`src/rtl/vramp_pkg.sv`:
```
package vramp_pkg;

    localparam int unsigned DEF_NCH       = 3;
    localparam int unsigned DEF_CODE_W    = 5;
    localparam int unsigned DEF_FIELD_W   = 2;
    localparam int unsigned DEF_BASE_LOG2 = 6;
    localparam int unsigned DEF_ADDR_W    = 2;
    localparam int unsigned DEF_DATA_W    = 32;
    localparam int unsigned DEF_FIELD_TOP = 29;

    // number of reference cycles in one ramp step for a given selector
    function automatic int unsigned step_span(input int unsigned base_log2,
                                              input int unsigned sel);
        return 32'd1 << (base_log2 + sel);
    endfunction

endpackage

```
`src/rtl/vramp_steptime.sv`:
```
module vramp_steptime #(
    parameter int unsigned NCH       = 3,
    parameter int unsigned FIELD_W   = 2,
    parameter int unsigned FIELD_TOP = 29,
    parameter int unsigned ADDR_W    = 2,
    parameter int unsigned DATA_W    = 32,
    parameter int unsigned CTRL_ADDR = 3
) (
    input  logic                          clk,
    input  logic                          rst,
    input  logic                          wr_en,
    input  logic [ADDR_W-1:0]             wr_addr,
    input  logic [DATA_W-1:0]             wr_data,
    output logic [NCH-1:0][FIELD_W-1:0]   step_sel
);

    typedef struct packed {
        logic [NCH-1:0][FIELD_W-1:0] sel;
    } st_t;

    st_t st_d, st_q;
    logic ctrl_hit;

    assign ctrl_hit = wr_en && (wr_addr == ADDR_W'(CTRL_ADDR));

    always_comb begin
        st_d = st_q;
        if (ctrl_hit) begin
            for (int i = 0; i < int'(NCH); i++) begin
                st_d.sel[i] = wr_data[FIELD_TOP - i*FIELD_W -: FIELD_W];
            end
        end
    end

    always_ff @(posedge clk) begin
        if (rst) st_q <= '0;
        else     st_q <= st_d;
    end

    assign step_sel = st_q.sel;

    AST_FIELDS_HOLD: assert property (@(posedge clk) disable iff (rst)
        !ctrl_hit |=> $stable(step_sel));

endmodule

```
`src/rtl/vramp_channel.sv`:
```
module vramp_channel
    import vramp_pkg::*;
#(
    parameter int unsigned CODE_W    = 5,
    parameter int unsigned FIELD_W   = 2,
    parameter int unsigned BASE_LOG2 = 6,
    parameter int unsigned CNT_W     = 9
) (
    input  logic               clk,
    input  logic               rst,
    input  logic               wr_hit,
    input  logic [CODE_W-1:0]  wr_code,
    input  logic [FIELD_W-1:0] step_sel,
    output logic [CODE_W-1:0]  applied,
    output logic               settled
);

    typedef struct packed {
        logic [CODE_W-1:0] tgt;
        logic [CODE_W-1:0] app;
        logic [CNT_W-1:0]  cnt;
    } ch_t;

    ch_t ch_d, ch_q;
    logic [CNT_W-1:0] cnt_last;

    assign cnt_last = CNT_W'(step_span(BASE_LOG2, 32'(step_sel)) - 32'd1);

    always_comb begin
        ch_d = ch_q;
        if (wr_hit) begin
            ch_d.tgt = wr_code;
            ch_d.cnt = '0;
            if (wr_code <= ch_q.app) begin
                ch_d.app = wr_code;
            end
        end else if (ch_q.app < ch_q.tgt) begin
            if (ch_q.cnt >= cnt_last) begin
                ch_d.app = ch_q.app + CODE_W'(1);
                ch_d.cnt = '0;
            end else begin
                ch_d.cnt = ch_q.cnt + CNT_W'(1);
            end
        end else begin
            ch_d.cnt = '0;
        end
    end

    always_ff @(posedge clk) begin
        if (rst) ch_q <= '0;
        else     ch_q <= ch_d;
    end

    assign applied = ch_q.app;
    assign settled = (ch_q.app == ch_q.tgt);

    AST_DOWN_NEXT_EDGE: assert property (@(posedge clk) disable iff (rst)
        (wr_hit && wr_code <= applied) |=> (applied == $past(wr_code)) && settled);

    AST_UP_WRITE_HOLDS: assert property (@(posedge clk) disable iff (rst)
        (wr_hit && wr_code > applied) |=> $stable(applied) && !settled);

    AST_ONE_CODE_STEP: assert property (@(posedge clk) disable iff (rst)
        !wr_hit |=> (applied == $past(applied)) || (applied == $past(applied) + CODE_W'(1)));

    AST_SETTLED_STAYS: assert property (@(posedge clk) disable iff (rst)
        (settled && !wr_hit) |=> $stable(applied) && settled);

endmodule

```
`src/rtl/vramp_stepper.sv`:
```
module vramp_stepper
    import vramp_pkg::*;
#(
    parameter int unsigned NCH       = DEF_NCH,
    parameter int unsigned CODE_W    = DEF_CODE_W,
    parameter int unsigned FIELD_W   = DEF_FIELD_W,
    parameter int unsigned BASE_LOG2 = DEF_BASE_LOG2,
    parameter int unsigned ADDR_W    = DEF_ADDR_W,
    parameter int unsigned DATA_W    = DEF_DATA_W,
    parameter int unsigned FIELD_TOP = DEF_FIELD_TOP
) (
    input  logic                         clk,
    input  logic                         rst,
    input  logic                         wr_en,
    input  logic [ADDR_W-1:0]            wr_addr,
    input  logic [DATA_W-1:0]            wr_data,
    output logic [NCH-1:0][CODE_W-1:0]   applied,
    output logic [NCH-1:0]               settled
);

    localparam int unsigned CNT_W     = BASE_LOG2 + (1 << FIELD_W) - 1;
    localparam int unsigned CTRL_ADDR = NCH;

    logic [NCH-1:0][FIELD_W-1:0] step_sel;

    vramp_steptime #(
        .NCH       (NCH),
        .FIELD_W   (FIELD_W),
        .FIELD_TOP (FIELD_TOP),
        .ADDR_W    (ADDR_W),
        .DATA_W    (DATA_W),
        .CTRL_ADDR (CTRL_ADDR)
    ) i_steptime (
        .clk      (clk),
        .rst      (rst),
        .wr_en    (wr_en),
        .wr_addr  (wr_addr),
        .wr_data  (wr_data),
        .step_sel (step_sel)
    );

    for (genvar g = 0; g < int'(NCH); g++) begin : g_chan
        logic hit;
        assign hit = wr_en && (wr_addr == ADDR_W'(g));

        vramp_channel #(
            .CODE_W    (CODE_W),
            .FIELD_W   (FIELD_W),
            .BASE_LOG2 (BASE_LOG2),
            .CNT_W     (CNT_W)
        ) i_chan (
            .clk      (clk),
            .rst      (rst),
            .wr_hit   (hit),
            .wr_code  (wr_data[CODE_W-1:0]),
            .step_sel (step_sel[g]),
            .applied  (applied[g]),
            .settled  (settled[g])
        );

        AST_OTHERS_UNTOUCHED: assert property (@(posedge clk) disable iff (rst)
            (wr_en && wr_addr != ADDR_W'(g) && settled[g]) |=> $stable(applied[g]));
    end

endmodule

```
`config.mk`:
```
export PLATFORM = sky130hd
export DESIGN_NAME = vramp_stepper
export DESIGN_NICKNAME = d
export VERILOG_FILES = /design/src/rtl/vramp_pkg.sv /design/src/rtl/vramp_steptime.sv /design/src/rtl/vramp_channel.sv /design/src/rtl/vramp_stepper.sv
export SDC_FILE = /design/constraint.sdc
export NUM_CORES = 1
export LEC_CHECK = 0
export BUFFER_PORTS_ARGS = -buffer_cell sky130_fd_sc_hd__buf_2
export CAP_MARGIN = 30
export CORE_UTILIZATION = 40
export CTS_CLUSTER_SIZE = 14
export DETAILED_ROUTE_END_ITERATION = 10
export PLACE_DENSITY = 0.68
export SYNTH_ARGS = -nofsm -noshare
export SYNTH_HDL_FRONTEND = slang
export SYNTH_HIERARCHICAL = 1
export SYNTH_SLANG_ARGS = --single-unit
```
`constraint.sdc`:
```
create_clock -name clk -period 2.05 [get_ports clk]
set_input_delay 0.41 -clock clk [delete_from_list [all_inputs] [get_ports clk]]
set_output_delay 0.41 -clock clk [all_outputs]
set_load 0.02 [all_outputs]
```
==> run metrics <==
clk_skew 0.00939 ns; crit-path cells inv_2 > ha_4 > a21o_1 > a21o_1 > a2111oi_4 > a22oi_2 > or4b_1 > a31oi_1; initial antenna violation count 0; PortBufs 33; area grow syn2layout 30.3%; register area share after synthesis 30.3%; die area 10800 um^2; Post-DRT Antenna Nets 0; Sink Count 63; Total GRT Usage 18.0%; CP max stage delay 0.51 ns; dpl hpwl 6.98 mm; ys async rst share 0%; Max IR drop VDD 276 uV; mux cell area share after synthesis ~3.6%; post-synthesis compound-gate area fraction 14.6%; RSZ-0062 raised after global routing yes; commonest cells after routing, fill and taps aside buf_4 (57), ha_1 (41), inv_1 (37), nor2_1 (37), dfxtp_1 (36); GPL Wtd Cong 0.835; Post-Place Worst Slack -0.217 ns; commonest non-fill, non-tap cell in the layout buf_4; Synth Area in Adders 17.1%; outcome finished with violations; TritonCTS buffer count 9; Via density 5.03; Power Density 637 nW/um^2; CP Class reg2reg; simple-gate share of the synthesized area 21.5%; Mean Syn Cell Area 8.78 um^2; Layout Utilization 54.6%; CTS Buffer Depth 2; top-area cell type share of the netlist area 30.3%; failing checks negative setup slack; initial DRC count 130; vias in the first global route 3353; Rows 36; max_slew headroom 64.2%; H-tree levels 3; Reg clk slew, reported paths 0.07 ns; Pleak 2.26 nW; Cells after Synth 475; Crit Path Max Fanout 5; Final setup viols 15; core area 9950 um^2; Final Hold Fails 0; Worst setup SP type flop; Main synth FF type dfxtp_1; worst slew pin tran between 0.5 and 0.6 ns; Max-cap violations 0; period utilization 107%; Yosys Warn Count 6; CP delay by family, top compound AO/OA/AOI/OAI gates; drt drc 0; setup ws final -0.138 ns; Distinct cells, synth 38; Die Span Y 104 um; DRT Wirelength between 9 and 10 mm; Post-Synth XOR/XNOR Area 4.41%; Layout Nets around 650; most frequent CP cell a21o_1; CP Data Required Time 2.31 ns; worst hold slack ~0.32 ns; Slew Viols, Final 0; ANT cells 0; Min Clock Period, post-route 2.19 ns; Hold Buf Count CTS 0; total number of vias 3498; die width 104 um; clk root buf clkbuf_8; Buf/Inv on CP 1; Routed WL per cell 13.8 um; WP data arrival 2.45 ns; HP Class in2reg; largest net degree at the start of global routing 31; Post-synth EDFFs 0; layout cell share with drive strength beyond 1 37.5%; IO Count 55; Initial Utilization 41.9%; post-synth top area cell dfxtp_1; Highest Clock Rate roughly 0.46 GHz; Crit. End Element flop; slowest stage cell, crit path or4b_1; post-synth design cell area 4170 um^2; largest family of logic cells by synthesized area simple AND/OR/NAND/NOR gates; synth top area cells dfxtp_1 (30%), ha_1 (17%), nor2_1 (5.2%); Yosys reg bits 63; first-pass GRT wire length 15.7 mm; global route overflow 0; clock latency on the worst-skew pair 0.35 ns; CTS tree yes; DR pass1 iterations 4
[what timing repair did]
item,in CTS,in global routing
pin swaps,17,30
endpoints found under the setup margin,37,45
resized for setup,18,58
gates cloned,2,0
buffers inserted,5,7
[metrics by stage]
| step | instances | instance area [um^2] | setup TNS (ns) | total power [mW] |
|---|---|---|---|---|
| finish | 695 | 5430 | -0.867 | 3.46 |
| global route | 695 | 5430 | -3.44 | 3.64 |
| CTS | 694 | 5200 | -0.826 | 3.40 |
| detailed placement | 674 | 4910 | -3.40 | 2.29 |
| global placement | 674 | 4910 | -2.53 | 2.26 |
| floorplan | 481 | 4340 | -0.0926 | 1.98 |
[worst register-to-register path: stages, from the launching register on]
cell and delay (ns):
dfxtp_2 0.35, inv_2 0.05, ha_4 0.23, a21o_1 0.15, a21o_1 0.19, a2111oi_4 0.33
a22oi_2 0.17, or4b_1 0.51, a31oi_1 0.13
[logic make-up after synthesis]
kind of cell,count (synthesis)
AO/OA/AOI/OAI,72
XOR/XNOR,21
adder cells (fa/ha/maj),57
buffers and inverters,74
flip-flops,63
multiplexers,15
other,3
AND/OR/NAND/NOR,170
[metal layers]
layer | track usage [%] | up-vias | wire length, um | part of all wire [%]
met5 | 0 | - | 0 | 0
met4 | 8.88 | 0 | 192 | 2.0
met3 | 2.82 | 16 | 220 | 2.3
met2 | 29.5 | 51 | 4640 | 48
met1 | 22.9 | 1630 | 4570 | 47
li1 | - | 1801 | - | -
[power by group]
part           switching (mW)  leakage (nW)  total [mW]  internal, mW
Sequential             0.0671         0.525        1.35          1.29
Clock                   0.493         0.103        1.06         0.566
Combinational           0.523          1.63        1.04         0.521
Total                    1.08          2.26        3.46          2.37
[cell type report]
class,count,area (um^2)
flip-flops and latches,63,1310
clock buffers,12,176
fillers,884,4520
multi-input cells,346,2950
repair buffers,93,646
inverters,45,169
well taps,133,166
clock inverters,3,15.0
[registers in the layout (all words and copies together) (netlist names)]
signal and cells:
g_chan.i_chan/ch_q 42, i_steptime/step_sel 6, g_chan.i_chan/applied 15
[worst paths after layout]
path	from	endpoint	slack [ns]	depth (start not counted)
max	g_chan[1].i_chan/ch_q[16]	g_chan[1].i_chan/applied[2]	-0.14	8
max reg2reg	g_chan[1].i_chan/ch_q[16]	g_chan[1].i_chan/applied[2]	-0.14	8
min reg2reg	g_chan[1].i_chan/ch_q[14]	g_chan[1].i_chan/ch_q[14]	0.48	2
min	wr_data[27]	i_steptime/step_sel[3]	0.32	3
[synth_stat cells, drive strengths merged, types with 7 or more instances]
cell and count:
nand2b 18, clkbuf 7, ha 57, xor2 10
buf 22, mux2i 15, nand2 25, dfxtp 63
nor3b 7, nor2 61, nand3 22, and3 11
nand4 9, xnor2 11, a31oi 15, a21oi 18
inv 45
(Power assumes the default switching activity.)
